**src/rtl/clkout_pkg.sv**
```systemverilog
// Shared types for the clock output mode and power controller.
// Assumes op_state_e values are visible at the top-level port.
package clkout_pkg;
    typedef enum logic [1:0] {
        ST_NORMAL = 2'b00,
        ST_STOP   = 2'b01,
        ST_PDOWN  = 2'b10
    } op_state_e;

    typedef enum logic [2:0] {
        SRC_PA  = 3'd0,
        SRC_PLL = 3'd1,
        SRC_REF = 3'd2,
        SRC_HIZ = 3'd3,
        SRC_LOW = 3'd4
    } src_e;
endpackage

```
**src/rtl/clkout_state_reg.sv**
```systemverilog
// Operating state register. Power-down has priority over stop.
// Assumes pd_n and stop_n are already synchronous to clk.
module clkout_state_reg
    import clkout_pkg::*;
(
    input  logic      clk,
    input  logic      rst_n,
    input  logic      pd_n,
    input  logic      stop_n,
    output op_state_e state_q
);
    // Register the prioritised state decode.
    always_ff @(posedge clk) begin
        if (!rst_n)       state_q <= ST_PDOWN;
        else if (!pd_n)   state_q <= ST_PDOWN;
        else if (!stop_n) state_q <= ST_STOP;
        else              state_q <= ST_NORMAL;
    end

    // a power-down request always wins at the next edge
    p_pdown_wins_r1: assert property (@(posedge clk) disable iff (!rst_n)
        !pd_n |=> state_q == ST_PDOWN);

    // stop alone gives CLKSTOP
    p_stop_next_r1: assert property (@(posedge clk) disable iff (!rst_n)
        (pd_n && !stop_n) |=> state_q == ST_STOP);

    // the unused encoding never appears
    p_legal_state_r1: assert property (@(posedge clk) disable iff (!rst_n)
        state_q != 2'b11);
endmodule

```
**src/rtl/clkout_cfg_hold.sv**
```systemverilog
// Configuration holding registers. They follow the pins while power-down
// is active and freeze afterwards. A pin mismatch while frozen sets a
// sticky violation flag. Assumes the pins are synchronous to clk.
module clkout_cfg_hold #(
    parameter int CFG_W = 5
) (
    input  logic             clk,
    input  logic             rst_n,
    input  logic             pd_n,
    input  logic [CFG_W-1:0] cfg_in,
    output logic [CFG_W-1:0] cfg_q,
    output logic             viol_q
);
    logic [CFG_W-1:0] diff;

    for (genvar i = 0; i < CFG_W; i++) begin : g_bit
        // Capture one configuration bit while powered down.
        always_ff @(posedge clk) begin
            if (!rst_n)     cfg_q[i] <= 1'b0;
            else if (!pd_n) cfg_q[i] <= cfg_in[i];
        end
        // Flag this bit if the pin differs from the frozen copy.
        assign diff[i] = pd_n & (cfg_in[i] ^ cfg_q[i]);
    end

    // Sticky violation flag, cleared only by reset.
    always_ff @(posedge clk) begin
        if (!rst_n)     viol_q <= 1'b0;
        else if (|diff) viol_q <= 1'b1;
    end

    // the held copy does not move while power-down is released
    p_frozen_r9: assert property (@(posedge clk) disable iff (!rst_n)
        pd_n |=> $stable(cfg_q));

    // once set, the flag stays set
    p_sticky_r10: assert property (@(posedge clk) disable iff (!rst_n)
        viol_q |=> viol_q);

    // a pin change with power-down released is caught
    p_catch_r10: assert property (@(posedge clk) disable iff (!rst_n)
        (pd_n && cfg_in != cfg_q) |=> viol_q);
endmodule

```
**src/rtl/clkout_mode_dec.sv**
```systemverilog
// Combinational decode of the held mode code into an output source and a
// status bit, and of the multiplier code into three times the factor.
// Assumes mode {S2,S1,S0} and multiplier {MULT1,MULT0} bit order.
module clkout_mode_dec
    import clkout_pkg::*;
#(
    parameter int MODE_W = 3,
    parameter int MULT_W = 2,
    parameter int MUL_W  = 5
) (
    input  logic [MODE_W-1:0] mode_q,
    input  logic [MULT_W-1:0] mult_q,
    output src_e              src,
    output logic              bad,
    output logic [MUL_W-1:0]  mult_x3
);
    localparam logic [MUL_W-1:0] X3_BY8  = MUL_W'(24);
    localparam logic [MUL_W-1:0] X3_BY6  = MUL_W'(18);
    localparam logic [MUL_W-1:0] X3_BY4  = MUL_W'(12);
    localparam logic [MUL_W-1:0] X3_BY83 = MUL_W'(8);

    // Map the mode code to a source and flag the test and reserved codes.
    always_comb begin
        src = SRC_LOW;
        bad = 1'b0;
        case (mode_q[2:0])
            3'b000:         src = SRC_PA;
            3'b001:         src = SRC_PLL;
            3'b011:         src = SRC_REF;
            3'b010, 3'b110: src = SRC_HIZ;
            default: begin
                src = SRC_LOW;
                bad = 1'b1;
            end
        endcase
    end

    // Map the multiplier code to three times the multiplication factor.
    always_comb begin
        case (mult_q[1:0])
            2'b11:   mult_x3 = X3_BY8;
            2'b10:   mult_x3 = X3_BY6;
            2'b00:   mult_x3 = X3_BY4;
            default: mult_x3 = X3_BY83;
        endcase
    end
endmodule

```
**src/rtl/clkout_steer.sv**
```systemverilog
// Output steering. The operating state takes priority over the source
// selected by the mode code. Assumes the source clocks come straight
// from the analog blocks. Glitches at state changes are allowed.
module clkout_steer
    import clkout_pkg::*;
(
    input  logic      clk,
    input  logic      rst_n,
    input  op_state_e state_q,
    input  src_e      src,
    input  logic      pa_clk,
    input  logic      pll_clk,
    input  logic      ref_clk,
    output logic      out_p,
    output logic      out_n,
    output logic      out_en
);
    // Choose the output levels from the state, then from the source.
    always_comb begin
        out_p  = 1'b0;
        out_n  = 1'b0;
        out_en = 1'b1;
        case (state_q)
            ST_PDOWN: begin
                out_p = 1'b0;
                out_n = 1'b0;
            end
            ST_STOP: begin
                out_p = 1'b1;
                out_n = 1'b1;
            end
            ST_NORMAL: begin
                case (src)
                    SRC_PA:  begin out_p = pa_clk;  out_n = ~pa_clk;  end
                    SRC_PLL: begin out_p = pll_clk; out_n = ~pll_clk; end
                    SRC_REF: begin out_p = ref_clk; out_n = ~ref_clk; end
                    SRC_HIZ: out_en = 1'b0;
                    default: begin out_p = 1'b0; out_n = 1'b0; end
                endcase
            end
            default: begin
                out_p = 1'b0;
                out_n = 1'b0;
            end
        endcase
    end

    // power-down drives both pins to ground
    p_pdown_ground_r2: assert property (@(posedge clk) disable iff (!rst_n)
        state_q == ST_PDOWN |-> (!out_p && !out_n && out_en));

    // stop parks both pins high
    p_stop_level_r3: assert property (@(posedge clk) disable iff (!rst_n)
        state_q == ST_STOP |-> (out_p && out_n && out_en));

    // clock sources keep the pair complementary
    p_complement_r7: assert property (@(posedge clk) disable iff (!rst_n)
        (state_q == ST_NORMAL && (src == SRC_PA || src == SRC_PLL || src == SRC_REF))
        |-> (out_n == !out_p));
endmodule

```
**src/rtl/clkout_mode_ctrl.sv**
```systemverilog
// Top of the clock output mode and power controller. It joins the state
// register, the configuration holding registers, the mode decoder and the
// output steering. Assumes all control inputs are synchronous to clk.
module clkout_mode_ctrl
    import clkout_pkg::*;
#(
    parameter int MODE_W = 3,
    parameter int MULT_W = 2,
    parameter int MUL_W  = 5
) (
    input  logic              clk,
    input  logic              rst_n,
    input  logic              pd_n,
    input  logic              stop_n,
    input  logic [MODE_W-1:0] mode_sel,
    input  logic [MULT_W-1:0] mult_sel,
    input  logic              pa_clk,
    input  logic              pll_clk,
    input  logic              ref_clk,
    output logic              out_p,
    output logic              out_n,
    output logic              out_en,
    output logic [MUL_W-1:0]  mult_x3,
    output logic [1:0]        op_state,
    output logic              mode_bad,
    output logic              cfg_viol
);
    localparam int CFG_W = MODE_W + MULT_W;

    op_state_e        state_q;
    src_e             src;
    logic [CFG_W-1:0] cfg_q;

    clkout_state_reg u_state (
        .clk     (clk),
        .rst_n   (rst_n),
        .pd_n    (pd_n),
        .stop_n  (stop_n),
        .state_q (state_q)
    );

    clkout_cfg_hold #(.CFG_W(CFG_W)) u_hold (
        .clk    (clk),
        .rst_n  (rst_n),
        .pd_n   (pd_n),
        .cfg_in ({mult_sel, mode_sel}),
        .cfg_q  (cfg_q),
        .viol_q (cfg_viol)
    );

    clkout_mode_dec #(.MODE_W(MODE_W), .MULT_W(MULT_W), .MUL_W(MUL_W)) u_dec (
        .mode_q  (cfg_q[MODE_W-1:0]),
        .mult_q  (cfg_q[CFG_W-1:MODE_W]),
        .src     (src),
        .bad     (mode_bad),
        .mult_x3 (mult_x3)
    );

    clkout_steer u_steer (
        .clk     (clk),
        .rst_n   (rst_n),
        .state_q (state_q),
        .src     (src),
        .pa_clk  (pa_clk),
        .pll_clk (pll_clk),
        .ref_clk (ref_clk),
        .out_p   (out_p),
        .out_n   (out_n),
        .out_en  (out_en)
    );

    assign op_state = state_q;

    // an invalid code in NORMAL drives both pins low
    p_bad_low_r6: assert property (@(posedge clk) disable iff (!rst_n)
        (mode_bad && op_state == 2'b00) |-> (!out_p && !out_n && out_en));

    // an undriven output only occurs in NORMAL
    p_hiz_normal_r5: assert property (@(posedge clk) disable iff (!rst_n)
        !out_en |-> op_state == 2'b00);
endmodule

```
**config.mk**
```make
export PLATFORM = sky130hd
export DESIGN_NAME = clkout_mode_ctrl
export DESIGN_NICKNAME = d
export VERILOG_FILES = /design/src/rtl/clkout_pkg.sv /design/src/rtl/clkout_state_reg.sv /design/src/rtl/clkout_cfg_hold.sv /design/src/rtl/clkout_mode_dec.sv /design/src/rtl/clkout_steer.sv /design/src/rtl/clkout_mode_ctrl.sv
export SDC_FILE = /design/constraint.sdc
export NUM_CORES = 1
export LEC_CHECK = 0
export CAP_MARGIN = 0
export CORE_AREA = 2 2 39 41
export CTS_BUF_LIST = sky130_fd_sc_hd__clkbuf_8 sky130_fd_sc_hd__clkbuf_16
export DETAILED_ROUTE_END_ITERATION = 7
export DIE_AREA = 0 0 41 43
export PLACE_DENSITY = 0.71
export SYNTH_ARGS = -nofsm -noshare
export SYNTH_HDL_FRONTEND = slang
export SYNTH_SLANG_ARGS = --single-unit
```
**constraint.sdc**
```tcl
create_clock -name clk -period 1.6 [get_ports clk]
set_clock_uncertainty 0.1 [all_clocks]
set_input_delay 0.24 -clock clk [delete_from_list [all_inputs] [get_ports clk]]
set_output_delay 0.24 -clock clk [all_outputs]
set_load 0.03 [all_outputs]
```
==> results.yml <==
setup_path:
  worstPathMaxFanout: 5
  startpoint_type: "flip-flop"
  rrSetupSlack_ps: 510
  crit_required_ps: 1260
  worstSetupEndpoint: "out_p"
  criticalPathCategory: "flip-flop to output pin"
  cp-startpoint: "u_hold.cfg_q[1]"
  crit_path_end_kind: "output pin"
  rr_endpoint: "u_hold.viol_q"
  reg2reg_depth: 4
  r2r_start: "u_hold.cfg_q[2]"
  crit_arrival_ps: 1350
finish:
  final-instance-count-excl-fill: 91
  diodes: 0
  drive_above_1_share: 0.227
  fin_area_sq_um: 733
  final_nets: 89
  syn2layout_area_growth_pct: 64.1
  nFillCells: 133
global_route:
  grt_pass1_wl_microns: 1550
  antenna_found_initial: 0
  grt.overflow.total: 0
  track_usage: 0.132
  grt_max_degree: 8
  grt_pass1_vias: 407
cts:
  post_cts_buffers: 0
  cts-buffers-inserted: 3
  h-tree-depth: 1
  clock_path_buffers: 2
  clk_root_buffer_cell: "clkbuf_8"
  cts_tree: "built"
  clkTransAtPathRegs_ps: 40
  clkLatencyLatePin_ps: 220
  clock-sinks: 8
  ctsHoldBuffers: 0
routing:
  drt-total-wl_microns: 986
  drc: 0
  antenna_left: 0
  drt_first_pass_iters: 2
  drtIter0Drc: 2
  via_per_inst: 4.69
  route.detailed.wl_per_inst_microns: 10.8
  dr_total_vias: 427
power_and_ir_drop:
  power_density_nw_per_um2: 840
  p_leak_nw: 0.344
  p_total_uw: 616
  ir_worst_vdd_mv: 0.401
placement:
  placed_cells: 88
  port_buffers: 22
  postPlaceCellArea_sq_um: 702
  post-dp-hpwl_microns: 823
  gp_congestion: 0.705
sta:
  timing.final.crit_share: 1.06
  final_hold_viol_count: 0
  setup_ws_ps: -91.4
  setup_viol: 2
  period_needed_ps: 1690
  fin_setup_tns_ps: -133
  slew_violations: 0
  holdWs_ps: 443
  rsz0062_at_grt: "yes"
  fmax_ghz: 0.591
synthesis:
  syn_avg_cell_area_sq_um: 9.31
  syn_nets: 60
  syn_inst: 48
  ys_ff_latch: 8
  seq_area_frac_synth: 0.359
  yosysWarnings: 0
  syn-cell-area_sq_um: 447
  ys_types: 22
die:
  core.rowCount: 14
  start_util: 0.323
  die_w_microns: 41
  io_pins: 24
  die_y_microns: 43
  fp.coreArea_sq_um: 1380
  dieArea_sq_um: 1760
outcome:
  violations: "negative setup slack"
  status: "finished, violations left"
worst_hold_path:
  min_path_type: "input port to flip-flop"
  hold_start: "stop_n"
run:
  maxCapViolCount: 0
==> layout by cell type, fill, tap and decap left out, drive strengths merged, types with 2 or more instances in the layout <==
cell type / count
nor2b: 6
dlygate4sd2: 8
clkbuf: 3
a221oi: 2
mux2i: 6
nor3: 2
nand2b: 2
inv: 2
nor2: 4
xnor2: 3
clkdlybuf4s50: 9
dfxtp: 8
xor2: 2
buf: 10
==> cell usage after synthesis <==
master	n	area, sq um
buf_6	1	11.3
a221oi_1	1	8.76
mux2i_1	6	60.1
or3_1	1	6.26
a221oi_2	1	15.0
dfxtp_1	8	160
buf_2	1	5.00
nor3_1	2	10.0
nand2b_1	2	12.5
o21ai_0	1	5.00
buf_4	1	7.51
nor2_1	4	15.0
conb_1	1	3.75
xnor2_1	3	26.3
nand2_1	1	3.75
nor2b_1	6	37.5
and2_1	1	6.26
xor2_1	2	17.5
a41oi_1	1	8.76
clkbuf_1	1	3.75
mux2_4	1	15.0
inv_1	2	7.51
==> critical path, stage by stage, from the launching register on <==
cell and delay [ps]:
dfxtp_4 360, mux2_4 300, a221oi_2 240, nor2_1 60, buf_4 160
==> per-stage QoR <==
step	util	setup slack, ps
floorplan	-	65.2
global placement	0.507	-547
detailed placement	0.507	-567
CTS	0.526	-189
global route	0.530	-135
finish	0.530	-91.4
==> metal layers <==
| metal | part of all wire | routed length [microns] | GRT usage | vias to the layer above |
|---|---|---|---|---|
| met1 | 0.38 | 370 | 0.129 | 191 |
| li1 | - | - | - | 212 |
| met3 | 0.11 | 105 | 0.0366 | 4 |
| met5 | 0 | 0 | 0 | - |
| met2 | 0.49 | 484 | 0.216 | 20 |
| met4 | 0.027 | 27 | 0.100 | 0 |
==> registers in the layout, summed over array words and instances (netlist names) <==
register	count
u_hold.cfg_q	5
u_hold.viol_q	1
u_state.state_q	2
==> kinds of logic after synthesis <==
group	after synthesis	synth area share
compound gates	4	0.0840
xor+xnor	5	0.0981
buf+inv	6	0.0784
flops	8	0.359
mux	7	0.168
other cells	1	0.00840
simple gates	17	0.204
==> worst min path at each step <==
stage	to	slack, ps	cells past startpoint
floorplan	u_state.state_q[0]	210	1
global placement	u_hold.viol_q	440	2
detailed placement	u_hold.viol_q	460	2
CTS	u_state.state_q[0]	440	2
global route	u_state.state_q[0]	460	2
finish	u_state.state_q[0]	440	2
==> cell type report <==
class	instances	area (sq um)	share of cell area
clock buffers	3	41.3	0.0563
multi-input cells	34	258	0.352
flip-flops and latches	8	164	0.224
repair buffers	28	243	0.331
well taps	16	20.0	0.0273
inverters	2	7.51	0.0102
==> power breakdown <==
group / leakage (nW) / switching, mW / total [mW] / internal [mW]
clock: 0.0216 / 0.0698 / 0.232 / 0.162
combinational: 0.255 / 0.0791 / 0.161 / 0.0815
sequential: 0.0669 / 0.0114 / 0.223 / 0.212
total: 0.344 / 0.160 / 0.616 / 0.456
==> timing repair <==
| action | 4_1_cts | 5_1_grt |
|---|---|---|
| pin swaps | 1 | 1 |
| gates resized for setup | 23 | 5 |
| setup endpoints to repair | 9 | 3 |
(Power assumes the default switching activity.)
